**src/rtl/haltWakePkg.sv**
```systemverilog
package haltWakePkg;

  typedef enum logic [1:0] {
    ACT_RESUME = 2'd0,
    ACT_VECTOR = 2'd1,
    ACT_WARM   = 2'd2,
    ACT_COLD   = 2'd3
  } actCode_e;

  // strobes from control to datapath
  typedef struct packed {
    logic enterHalt;   // halt taken this cycle
    logic latchCause;  // wake accepted this cycle
    logic inHalt;      // clock currently gated
  } ctrlStrb_t;

endpackage

```
**src/rtl/haltWakeCtrl.sv**
```systemverilog
module haltWakeCtrl
  import haltWakePkg::*;
#(
  parameter int DELAY_CYC = 1024
) (
  input  logic      clk,
  input  logic      rstN,
  input  logic      haltStrobe,
  input  logic      wakeAny,
  output ctrlStrb_t strb,
  output logic      sysClkEn,
  output logic      actValid
);

  localparam int CNT_W = $clog2(DELAY_CYC + 1);
  localparam logic [CNT_W-1:0] TERM = CNT_W'(DELAY_CYC - 1);

  typedef enum logic [1:0] {S_RUN, S_HALTED, S_WAIT, S_ISSUE} state_e;

  state_e          state;
  logic [CNT_W-1:0] delayCnt;

  always_ff @(posedge clk or negedge rstN) begin
    if (!rstN) begin
      state    <= S_RUN;
      delayCnt <= '0;
    end else begin
      unique case (state)
        S_RUN:    if (haltStrobe) state <= S_HALTED;
        S_HALTED: if (wakeAny) begin
                    state    <= S_WAIT;
                    delayCnt <= '0;
                  end
        S_WAIT:   if (delayCnt == TERM) state <= S_ISSUE;
                  else delayCnt <= delayCnt + 1'b1;
        S_ISSUE:  state <= S_RUN;
        default:  state <= S_RUN;
      endcase
    end
  end

  always_comb begin
    strb.enterHalt  = (state == S_RUN) && haltStrobe;
    strb.latchCause = (state == S_HALTED) && wakeAny;
    strb.inHalt     = (state == S_HALTED);
  end

  assign sysClkEn = (state != S_HALTED);
  assign actValid = (state == S_ISSUE);

  // clock is gated on the cycle after a halt is taken
  a_r2_gate_after_halt: assert property (@(posedge clk) disable iff (!rstN)
    ((state == S_RUN) && haltStrobe) |=> !sysClkEn);

  // accepted wake restores the clock and restarts the delay count
  a_r4_wake_reenables: assert property (@(posedge clk) disable iff (!rstN)
    ((state == S_HALTED) && wakeAny) |=> (sysClkEn && delayCnt == '0));

  // the delay counter advances by one each waiting cycle
  a_r5_count_step: assert property (@(posedge clk) disable iff (!rstN)
    ((state == S_WAIT) && (delayCnt != TERM)) |=> (delayCnt == $past(delayCnt) + 1'b1));

  // the action strobe lasts a single cycle and returns to running
  a_r5_single_pulse: assert property (@(posedge clk) disable iff (!rstN)
    actValid |=> (!actValid && sysClkEn));

  // waiting cannot fall back into halt
  a_r10_wait_holds: assert property (@(posedge clk) disable iff (!rstN)
    (state == S_WAIT) |=> (state == S_WAIT || state == S_ISSUE));

endmodule

```
**src/rtl/haltWakeDatapath.sv**
```systemverilog
module haltWakeDatapath
  import haltWakePkg::*;
#(
  parameter int PORT_W = 8,
  parameter int IRQ_N  = 2,
  parameter int IDX_W  = 1
) (
  input  logic              clk,
  input  logic              rstN,
  input  ctrlStrb_t         strb,
  input  logic              clrWdtStrobe,
  input  logic              extRstReq,
  input  logic              wdtOverflow,
  input  logic [IRQ_N-1:0]  irqReq,
  input  logic [IRQ_N-1:0]  irqEn,
  input  logic              stackFull,
  input  logic [PORT_W-1:0] portPins,
  input  logic [PORT_W-1:0] portWakeMask,
  output logic              wakeAny,
  output logic              pdfFlag,
  output logic              toFlag,
  output logic [1:0]        actCode,
  output logic [IDX_W-1:0]  actIrqIdx
);

  // port synchronizer and previous-value copy
  logic [PORT_W-1:0] portS1, portS2, portPrev, fallEdge;

  always_ff @(posedge clk or negedge rstN) begin
    if (!rstN) begin
      portS1   <= '1;
      portS2   <= '1;
      portPrev <= '1;
    end else begin
      portS1   <= portPins;
      portS2   <= portS1;
      portPrev <= portS2;
    end
  end

  assign fallEdge = portPrev & ~portS2 & portWakeMask;

  // interrupts pending at halt entry may not wake the core
  logic [IRQ_N-1:0] irqBlocked, irqWake, irqTake;

  always_ff @(posedge clk or negedge rstN) begin
    if (!rstN)               irqBlocked <= '0;
    else if (strb.enterHalt) irqBlocked <= irqReq;
    else if (strb.inHalt)    irqBlocked <= irqBlocked & irqReq;
  end

  assign irqWake = irqReq & ~irqBlocked;
  assign irqTake = irqWake & irqEn;
  assign wakeAny = extRstReq | wdtOverflow | (|irqWake) | (|fallEdge);

  // cause arbitration
  actCode_e       nextCode;
  logic [IDX_W-1:0] lowIdx;

  always_comb begin
    lowIdx = '0;
    for (int i = IRQ_N - 1; i >= 0; i--) begin
      if (irqTake[i]) lowIdx = IDX_W'(i);
    end
  end

  always_comb begin
    if (extRstReq)        nextCode = ACT_COLD;
    else if (wdtOverflow) nextCode = ACT_WARM;
    else if (|irqWake)    nextCode = ((|irqTake) && !stackFull) ? ACT_VECTOR : ACT_RESUME;
    else                  nextCode = ACT_RESUME;
  end

  actCode_e         codeQ;
  logic [IDX_W-1:0] idxQ;

  always_ff @(posedge clk or negedge rstN) begin
    if (!rstN) begin
      codeQ <= ACT_RESUME;
      idxQ  <= '0;
    end else if (strb.latchCause) begin
      codeQ <= nextCode;
      idxQ  <= (nextCode == ACT_VECTOR) ? lowIdx : '0;
    end
  end

  assign actCode   = codeQ;
  assign actIrqIdx = idxQ;

  // status flags
  always_ff @(posedge clk or negedge rstN) begin
    if (!rstN) begin
      pdfFlag <= 1'b0;
      toFlag  <= 1'b0;
    end else begin
      if (strb.enterHalt)   pdfFlag <= 1'b1;
      else if (clrWdtStrobe) pdfFlag <= 1'b0;
      if (wdtOverflow)      toFlag <= 1'b1;
      else if (strb.enterHalt) toFlag <= 1'b0;
    end
  end

  // the power-down flag only rises through halt entry
  a_r2_pdf_source: assert property (@(posedge clk) disable iff (!rstN)
    $rose(pdfFlag) |-> $past(strb.enterHalt));

  // a clear strobe outside halt entry leaves the flag low
  a_r3_pdf_clear: assert property (@(posedge clk) disable iff (!rstN)
    (clrWdtStrobe && !strb.enterHalt) |=> !pdfFlag);

  // watchdog overflow always marks a timeout
  a_r9_to_set: assert property (@(posedge clk) disable iff (!rstN)
    wdtOverflow |=> toFlag);

  // external reset outranks every other cause
  a_r6_ext_first: assert property (@(posedge clk) disable iff (!rstN)
    (strb.latchCause && extRstReq) |=> (actCode == 2'd3));

  // a full stack never yields a vector action
  a_r8_stack_full: assert property (@(posedge clk) disable iff (!rstN)
    (strb.latchCause && stackFull) |=> (actCode != 2'd1));

endmodule

```
**src/rtl/haltWakeUnit.sv**
```systemverilog
module haltWakeUnit
  import haltWakePkg::*;
#(
  parameter int PORT_W    = 8,
  parameter int IRQ_N     = 2,
  parameter int DELAY_CYC = 1024,
  localparam int IDX_W    = (IRQ_N > 1) ? $clog2(IRQ_N) : 1
) (
  input  logic              clk,
  input  logic              rstN,
  input  logic              haltStrobe,
  input  logic              clrWdtStrobe,
  input  logic              extRstReq,
  input  logic              wdtOverflow,
  input  logic [IRQ_N-1:0]  irqReq,
  input  logic [IRQ_N-1:0]  irqEn,
  input  logic              stackFull,
  input  logic [PORT_W-1:0] portPins,
  input  logic [PORT_W-1:0] portWakeMask,
  output logic              sysClkEn,
  output logic              pdfFlag,
  output logic              toFlag,
  output logic              actValid,
  output logic [1:0]        actCode,
  output logic [IDX_W-1:0]  actIrqIdx
);

  ctrlStrb_t strb;
  logic      wakeAny;

  haltWakeCtrl #(.DELAY_CYC(DELAY_CYC)) u_ctrl (
    .clk        (clk),
    .rstN       (rstN),
    .haltStrobe (haltStrobe),
    .wakeAny    (wakeAny),
    .strb       (strb),
    .sysClkEn   (sysClkEn),
    .actValid   (actValid)
  );

  haltWakeDatapath #(.PORT_W(PORT_W), .IRQ_N(IRQ_N), .IDX_W(IDX_W)) u_dp (
    .clk          (clk),
    .rstN         (rstN),
    .strb         (strb),
    .clrWdtStrobe (clrWdtStrobe),
    .extRstReq    (extRstReq),
    .wdtOverflow  (wdtOverflow),
    .irqReq       (irqReq),
    .irqEn        (irqEn),
    .stackFull    (stackFull),
    .portPins     (portPins),
    .portWakeMask (portWakeMask),
    .wakeAny      (wakeAny),
    .pdfFlag      (pdfFlag),
    .toFlag       (toFlag),
    .actCode      (actCode),
    .actIrqIdx    (actIrqIdx)
  );

endmodule

```
**config.mk**
```make
export PLATFORM = sky130hd
export DESIGN_NAME = haltWakeUnit
export DESIGN_NICKNAME = d
export VERILOG_FILES = /design/src/rtl/haltWakePkg.sv /design/src/rtl/haltWakeCtrl.sv /design/src/rtl/haltWakeDatapath.sv /design/src/rtl/haltWakeUnit.sv
export SDC_FILE = /design/constraint.sdc
export NUM_CORES = 1
export LEC_CHECK = 0
export ABC_AREA = 1
export BUFFER_PORTS_ARGS = -buffer_cell sky130_fd_sc_hd__buf_2
export CELL_PAD_IN_SITES_DETAIL_PLACEMENT = 1
export CELL_PAD_IN_SITES_GLOBAL_PLACEMENT = 1
export CORE_MARGIN = 8
export CORE_UTILIZATION = 45
export DETAILED_ROUTE_END_ITERATION = 10
export GPL_TIMING_DRIVEN = 0
export MAX_ROUTING_LAYER = met4
export PLACE_DENSITY_LB_ADDON = 0.1
export SLEW_MARGIN = 30
export SYNTH_ARGS = -nofsm -noshare
export SYNTH_HDL_FRONTEND = slang
export SYNTH_SLANG_ARGS = --single-unit
```
**constraint.sdc**
```tcl
create_clock -name clk -period 3.83 [get_ports clk]
set_input_delay 0 -clock clk [delete_from_list [all_inputs] [get_ports clk]]
set_output_delay 0 -clock clk [all_outputs]
set_load 0.02 [all_outputs]
```
== Word level (Yosys, flattened, before mapping) ==
Index checks and enable logic that the tools add are counted.
Storage, ports and cells
  bits in registers: 44
  input bits: 27
  output and inout port bits: 7
  logic and storage cells: 65
Operators by class
  add/subtract/negate cells: 1
  equality and inequality tests: 10
  muxes and demuxes: 20
  bitwise operators: 10
  reductions and logical operators: 14
Operator list (count)
  $mux 11: 2
  $pmux 11 s2: 1
  $and 8x8->8: 2
  $mux 2: 8
  $add 11x1->11 const B: 1
  $eq 11x10->1 const B: 1
  $mux 1: 8
  $not 8->8: 1
  $pmux 2 s4: 1
  $reduce_bool 2->1: 4
  $reduce_or 8->1: 1
  $and 2x2->2: 3
  $ne 2x1->1 const B: 3
  $reduce_and 3->1: 2
  $eq 2x1->1 const B: 2
  $eq 2x2->1 const B: 2
  $ne 2x2->1 const B: 2
  $reduce_or 2->1: 2
  $logic_and 1x1->1: 3
  $or 1x1->1: 3
  $logic_not 2->1: 1
  $not 2->2: 1
  $logic_not 1->1: 1

== Longest topological paths before layout ==
Gate-level depths: netlist (run 1).
  depth in word-level cells: 11
  gate-level depth with buffers: 10
  depth with buffers taken out: 10

== By module ==
Synthesis (run 1) repeated with hierarchy kept, for this count alone.
Second synthesis, totals
  cell total of the unflattened synthesis: 204
  area total of the unflattened synthesis: 2003.2 um^2
Modules (own cells, without submodules)
  haltWakeDatapath: times used 1, cells an instance 81, area an instance 1051.0 um^2, sequential area each 805.8 um^2
  haltWakeCtrl: times used 1, cells an instance 123, area an instance 952.2 um^2, sequential area each 325.3 um^2

== Worst setup path before layout (run 1) ==
Ideal clock, no wire load.
  path type: flip-flop to flip-flop
  start: register u_dp.portS2[1]
  end: register u_ctrl.delayCnt[0]
  library setup time: 117 ps
  data arrival time: 1283 ps
  required time: 3713 ps
  setup slack: 2430 ps
  cell stages (with the launch flop): 8
  path buffers: 1
  clock period less this slack: 1400 ps
  cell sequence: dfstp_2 -> nand3b_1 -> nand2_1 -> nor2_1 -> nand4_2 -> buf_2 -> nand4_1 -> nand2_1
Between the ends
  longest elaborated chain between the ends: 7
Ends and longest elaborated chain
  start, declared: line haltWakeDatapath.sv:27  | logic [PORT_W-1:0] portS1, portS2, portPrev, fallEdge;
  start signal, assigned: line haltWakeDatapath.sv:36  | portS2 <= portS1;
  $not 8->8: line haltWakeDatapath.sv:41  | assign fallEdge = portPrev & ~portS2 & portWakeMask;
  $and 8x8->8 (2 in a row): line haltWakeDatapath.sv:41
  $reduce_or 8->1: line haltWakeDatapath.sv:54  | assign wakeAny = extRstReq | wdtOverflow | (|irqWake) | (|fallEdge);
  $or 1x1->1: line haltWakeDatapath.sv:54
  $ne 2x1->1 (no source line)
  $reduce_and 3->1 (no source line)
  end signal, assigned: line haltWakeCtrl.sv:35  | else delayCnt <= delayCnt + 1'b1;
  end, declared: line haltWakeCtrl.sv:21  | logic [CNT_W-1:0] delayCnt;
Every way passes these cells.
A chain may end at the register's enable or synchronous reset.

== Worst setup path in the final report (run 1) ==
  start: register u_dp.portS2[2]
  end: register u_ctrl.delayCnt[0]
Same word-level chain as after synthesis.

==> metrics, run 1 <==
status=complete, no violations; CP Data Arrival Time=between 1.5 and 2 ns; Hold Path Class=primary input to flip-flop; Avg Inst Size Synth=between 9 and 10 sq um; most frequent cells in the layout=nand2_1, buf_2, inv_1, dfstp_2, dfrtp_1; largest net degree at the start of global routing=45; skew final=approximately 0.0065 ns; Vias=roughly 1,600; gpl congestion=just under 0.8; most common cell after layout, fill and taps aside=nand2_1; slowest stage cell on the critical path=dfstp_2; Peak Freq=~0.6 GHz; post-DP HPWL=between 3000 and 4000 um; Slew Viols, Final=0; Die W=around 82 um; Row Count=24; Critical R2R Launch=u_dp.portS2[2]; layout cells sized above 1=between 30 and 40%; clk slew on worst S/H paths=0.09 ns; finished layout cell area=around 2500 sq um; Final Setup Violations=0; Routed WL=4610 um; Port Buffers=33; clk buf depth=2; critical setup path kind=flip-flop to flip-flop; P_leak=about 0.0012 uW; Initial DRC Count=67; total track usage=15.8%; initial core utilization=45.9%; Worst IR Drop VDD=roughly 0.21 mV; Yosys Warn Count=0; Worst-Margin Slew=0.538 ns; Clock Tree Root=clkbuf_8; DRT antenna net count=0; CP max stage delay=approximately 0.55 ns; Routed WL per cell=14.5 um; CP startpoint=u_dp.portS2[2]; min Tclk post-route=1.71 ns; Core Region=about 4300 sq um; critical-path maximum fanout=10; cell repeated most along the worst path=nand3_1; hold depth=3; crit end category=flip-flop; Area growth syn-to-layout=24.8%; Fill cells=between 500 and 600; grt total ovfl=0; R2R depth=8; syn_nets=243; Hold Crit Start=extRstReq; DIE AREA=6750 sq um; H-tree levels=2; Synth Cell Area=about 2000 sq um; final worst-path cycle share=approximately 45%; Synth Instances=210; clock buffer count from CTS=5; dpl cell area=between 2000 and 2500 sq um; vias in the first global route=between 1,500 and 2,000; fin nets=approximately 300; RSZ-0062 raised after global routing=false; CTS tree=done; power density cells=between 500 and 600 nW/um^2; #FFs+latches synth=44; # IOs=34; first-pass GRT wire length=slightly below 8000 um; drt first pass iters=4; number of antenna diodes=0; antenna violations before repair=0; DR DRC count=0; CP cell instances=inv_1 -> nand3_1 -> nand3_1 -> nor2_1 -> nand4_2 -> buf_2 -> nand4_1 -> nand2_1; Die Y=approximately 82 um; Setup TNS Final=0 ns; register area share after synthesis=between 50% and 60%; post-CTS setup repair buffer count=0; worst skew pair latency=0.29 ns; Worst Path Required=between 4 and 5 ns; vias per inst=4.96; post-synth cell types=25; Slew HR=between 60 and 70%; max-capacitance violation count=0; Fin. Hold Viols=0; Clock Sinks=between 40 and 50; CP Launch Type=flip-flop
## per-stage QoR
step                util, %  power [uW]  std cells  setup WS [ns]  hold slack (ns)
finish                 57.3        1390        317           2.12           0.0134
global route           57.3        1490        317           1.97           0.0196
CTS                    57.2        1420        317           2.08          0.00527
detailed placement     51.2        1050        295           2.09            0.106
global placement       51.2        1030        295           2.20            0.105
floorplan                 -         896        210           2.43           -0.296
## synth_stat cells, drive strengths merged
cell type / count / area, sq um
a21oi: 5 / 28.8
buf: 2 / 12.5
clkbuf: 1 / 3.75
dfrtp: 20 / 500
dfstp: 24 / 631
ha: 6 / 75.1
inv: 28 / 105
nand2: 61 / 231
nand3: 19 / 125
nand3b: 3 / 22.5
nand4: 11 / 75.1
nor2: 20 / 97.6
o21ai: 5 / 25.0
o22ai: 2 / 12.5
or2: 1 / 6.26
xor2: 2 / 17.5
## layer usage
metal	vias to the layer above	GRT usage [%]	share of wire (%)
met2	24	28.3	53
met4	0	5.79	1.5
met1	771	16.9	40
met3	5	3.03	4.9
met5	-	-	0
li1	773	-	-
## flip-flops by register name, summed over array words and instances, names as in the netlist
name             cells
u_ctrl.delayCnt     11
u_dp.pdfFlag         1
u_dp.portPrev        8
u_dp.actCode         2
u_dp.portS2          8
u_dp.actIrqIdx       1
u_dp.irqBlocked      2
u_dp.toFlag          1
u_dp.portS1          8
u_ctrl.state         2
## worst max-delay path, delay by kind of cell, from the launching register on
kind          cells  cell delay (ns)
buf+inv           2             0.31
flops             1             0.55
simple gates      6             0.74
## timing repair
| action | 4_1_cts | 5_1_grt |
|---|---|---|
| endpoints found under the hold margin | 32 | 0 |
| setup endpoints to repair | 0 | 0 |
| resized for setup | 0 | 0 |
| hold buffers | 14 | 0 |
## logic make-up after synthesis
group	count (synthesis)	share of synthesized area [%]
DFF	44	57.4
and+or+nand+nor	115	28.3
xor gates and xnor gates	2	0.890
buffers and inverters	31	6.16
adders and majority gates	6	3.81
AOI/OAI and AO/OA	12	3.37
## power breakdown
| group | switching [uW] | internal [uW] |
|---|---|---|
| registers | 39.3 | 538 |
| logic | 308 | 162 |
| clock network | 159 | 187 |
## final cells by class
| class | instances | area (sq um) | share of cell area (%) |
|---|---|---|---|
| clock inverter | 1 | 8.76 | 0.356 |
| clock buffer | 7 | 108 | 4.38 |
| sequential | 44 | 1130 | 46.0 |
| multi-input combinational | 135 | 717 | 29.2 |
| inverter | 28 | 105 | 4.27 |
| tap | 52 | 65.1 | 2.65 |
| buffer | 3 | 16.3 | 0.662 |
| timing repair buffer | 47 | 308 | 12.5 |
## final timing paths
check | endpoint | slack [ns]
max | u_ctrl.delayCnt[0] | 2.12
min | u_dp.actCode[0] | 0.01
max reg2reg | u_ctrl.delayCnt[0] | 2.12
min reg2reg | u_dp.portS2[4] | 0.35
max in group asynchronous | u_dp.portPrev[2] | 3.22
min in group asynchronous | u_ctrl.delayCnt[2] | 0.24
(Power assumes the default switching activity.)
==> run 2: changes to the inputs <==
--- a/config.mk
+++ b/config.mk
@@ -5,12 +5,12 @@
 export SDC_FILE = /design/constraint.sdc
 export NUM_CORES = 1
 export LEC_CHECK = 0
-export ABC_AREA = 1
+export ABC_AREA = 0
 export BUFFER_PORTS_ARGS = -buffer_cell sky130_fd_sc_hd__buf_2
 export CELL_PAD_IN_SITES_DETAIL_PLACEMENT = 1
 export CELL_PAD_IN_SITES_GLOBAL_PLACEMENT = 1
 export CORE_MARGIN = 8
-export CORE_UTILIZATION = 45
+export CORE_UTILIZATION = 38
 export DETAILED_ROUTE_END_ITERATION = 10
 export GPL_TIMING_DRIVEN = 0
 export MAX_ROUTING_LAYER = met4
==> constraint.sdc (replaced) <==
create_clock -name clk -period 1.5 [get_ports clk]
set_input_delay 0 -clock clk [delete_from_list [all_inputs] [get_ports clk]]
set_output_delay 0 -clock clk [all_outputs]
set_load 0.02 [all_outputs]
==> run 2 against run 1 <==
Compared with the run above:
- clock skew fell by 0.0013 ns
- largest cell class unchanged
- the run now ends with negative setup slack left
- register-to-register slack got worse by 2.4 ns
- sequential share of layout area fell by 5.3 points
- global-route usage fell by 0.95 points
- critical endpoint is now u_ctrl.state[1]
- worst hold slack got worse by 0.0056 ns
- critical path type unchanged
- flip-flop and latch count did not move
==> metrics, run 2 <==
Slew Viols, Final=0; status=finished, violations left; grt total ovfl=0; total track usage=14.8%; clock buffer count from CTS=5; vias per inst=approximately 5.3; max reg flops=11; Core Region=4660 sq um; number of antenna diodes=0; Clock Tree Root=clkbuf_8; first-pass GRT wire length=just over 8000 um; min Tclk post-route=about 1.8 ns; Area growth syn-to-layout=54.1%; CP Launch Type=flip-flop; #FFs+latches synth=44; Worst IR Drop VDD=0.754 mV; gpl congestion=0.783; dpl cell area=2090 sq um; RSZ-0062 raised after global routing=true; Die Y=84.9 um; Worst Path Required=1.69 ns; Peak Freq=between 0.5 and 0.6 GHz; Final Core Density=slightly below 60%; critical-path maximum fanout=2; most common cell after layout, fill and taps aside=buf_2; top post-synthesis cells by count=dfstp_2, dfrtp_1, nand2_1; Vias=~1,500; final worst-path cycle share=118%; clk buf depth=2; Worst-Margin Slew=between 0.5 and 0.6 ns; simple logic cell fraction of the synthesized area=14.1%; P_leak=~0.0012 uW; DR DRC count=0; ys async rst share=100%; leading area contributor after synthesis=dfstp_2; Top FF cell, synth=dfstp_2; Compound-Gate Fraction of Synth Area=between 10% and 20%; largest net degree at the start of global routing=between 40 and 50; Routed WL per cell=17.3 um; Synth Cell Area=~1800 sq um; Hold Path Class=primary input to flip-flop; antenna violations before repair=0; Largest Register=u_ctrl.delayCnt; Initial DRC Count=30; top-area cell type share of the netlist area=a little over a third; post-synth cell types=42; finished layout cell area=around 2800 sq um; H-tree levels=2; Final WS setup=-0.275 ns; critical setup path kind=flip-flop to flip-flop; Avg Inst Size Synth=12.0 sq um; # IOs=34; DRT antenna net count=0; layout cells sized above 1=60.0%; initial core utilization=38.7%; main combinational cell family by area after synthesis=compound AO/OA/AOI/OAI gates; Routed WL=4920 um; Die W=84.9 um; clk slew on worst S/H paths=0.09 ns; Row Count=25; drt first pass iters=2; Clock Sinks=44; Final Setup Violations=16; Post-Synth Adder-Cell Area=4.16%; Fin. Hold Viols=0; max-capacitance violation count=0; crit end category=flip-flop; skew final=0.00520 ns; Post-synth EDFFs=0; CTS tree=done; vias in the first global route=~1,700; Yosys Warn Count=0; Slew HR=a little under two thirds; Post-Synth XOR/XNOR Area=0%; register area share after synthesis=a little over three fifths; most frequent cells in the layout=buf_2, dfstp_2, buf_4, dfrtp_1, nand2_1; Port Buffers=33; violated checks=negative setup slack; most common cell in the netlist=dfstp_2; Synth area leaders=dfstp_2, dfrtp_1, ha_1; worst skew pair latency=0.30 ns; syn_nets=approximately 180; post-DP HPWL=2860 um; dpl ws=-0.423 ns; mux share of post-synthesis cell area=2.49%; Synth Instances=approximately 150; power density cells=around 1600 nW/um^2; fin nets=around 260; CP Data Arrival Time=between 1.5 and 2 ns; DIE AREA=7210 sq um
run 2: cell count changes after synthesis, moves of 3 or more:
cell	previous run	this run
nand2_1	60	19
inv_1	27	6
nand3_1	16	4
nand4_1	10	2
nor2_1	15	8
a21oi_1	4	10
a31oi_1	0	3
mux2_1	0	3
nand3b_1	3	0
nor2_2	3	0
o22ai_1	2	5
run 2: area by class of cell:
class                   count  area (sq um)
flip-flops and latches     44          1130
multi-input cells          99           907
well taps                  54          67.6
plain buffers               2          16.3
fillers                   472          1880
clock inverters             3          45.0
inverters                   6          25.0
clock buffers               5          68.8
repair buffers             71           519
run 2: stage by stage:
step	setup TNS, ns	cells	power (uW)	hold WS [ns]
2_1_floorplan	-0.344	151	2330	-0.296
3_3_place_gp	-2.77	238	2640	0.106
3_5_place_dp	-3.17	238	2700	0.106
4_1_cts	-1.70	278	4230	0.0147
5_1_grt	-3.55	284	4620	0.0170
6_report	-2.37	284	4350	0.00779
run 2: power breakdown:
part | switching (uW) | internal (uW) | total, uW
combinational | 1020 | 930 | 1950
sequential | 111 | 1370 | 1480
clock | 417 | 503 | 920
total | 1550 | 2800 | 4350
run 2: critical path, cell delays in order, from the launching register on:
cell and delay, ns:
dfrtp_1 0.36, buf_4 0.13, ha_4 0.14, and4_4 0.25
nand3_4 0.11, nor3_4 0.22, o211ai_1 0.14, mux2_1 0.33
run 2: layer usage:
metal,global-route usage (%),part of all wire (%)
met2,26.1,53
met4,5.34,2.3
met5,-,0
met1,15.4,40
met3,4.54,4.6
run 2: what timing repair did:
item / CTS / global route
gates cloned: 1 / 0
pin swaps: 14 / 9
endpoints found under the hold margin: 32 / 0
gates resized for setup: 39 / 16
buffers inserted: 17 / 6
endpoints found under the setup margin: 15 / 16
hold buffers: 14 / 0
run 2: cell families after synthesis:
logic type | after synthesis
simple gates | 48
flops | 44
compound gates | 41
buf+inv | 8
fa+ha+maj | 6
mux | 4
run 2: worst paths after layout:
path,from,to,slack (ns),depth (start not counted)
max in group asynchronous,rstN,u_ctrl.delayCnt[2],0.87,2
worst min register to register,u_dp.portS1[4],u_dp.portS2[4],0.36,0
worst max-delay path,u_ctrl.delayCnt[0],u_ctrl.state[1],-0.27,7
worst max register to register,u_ctrl.delayCnt[0],u_ctrl.state[1],-0.27,7
min in group asynchronous,rstN,u_dp.actCode[1],0.22,2
worst min-delay path,extRstReq,u_dp.actCode[0],0.008,3
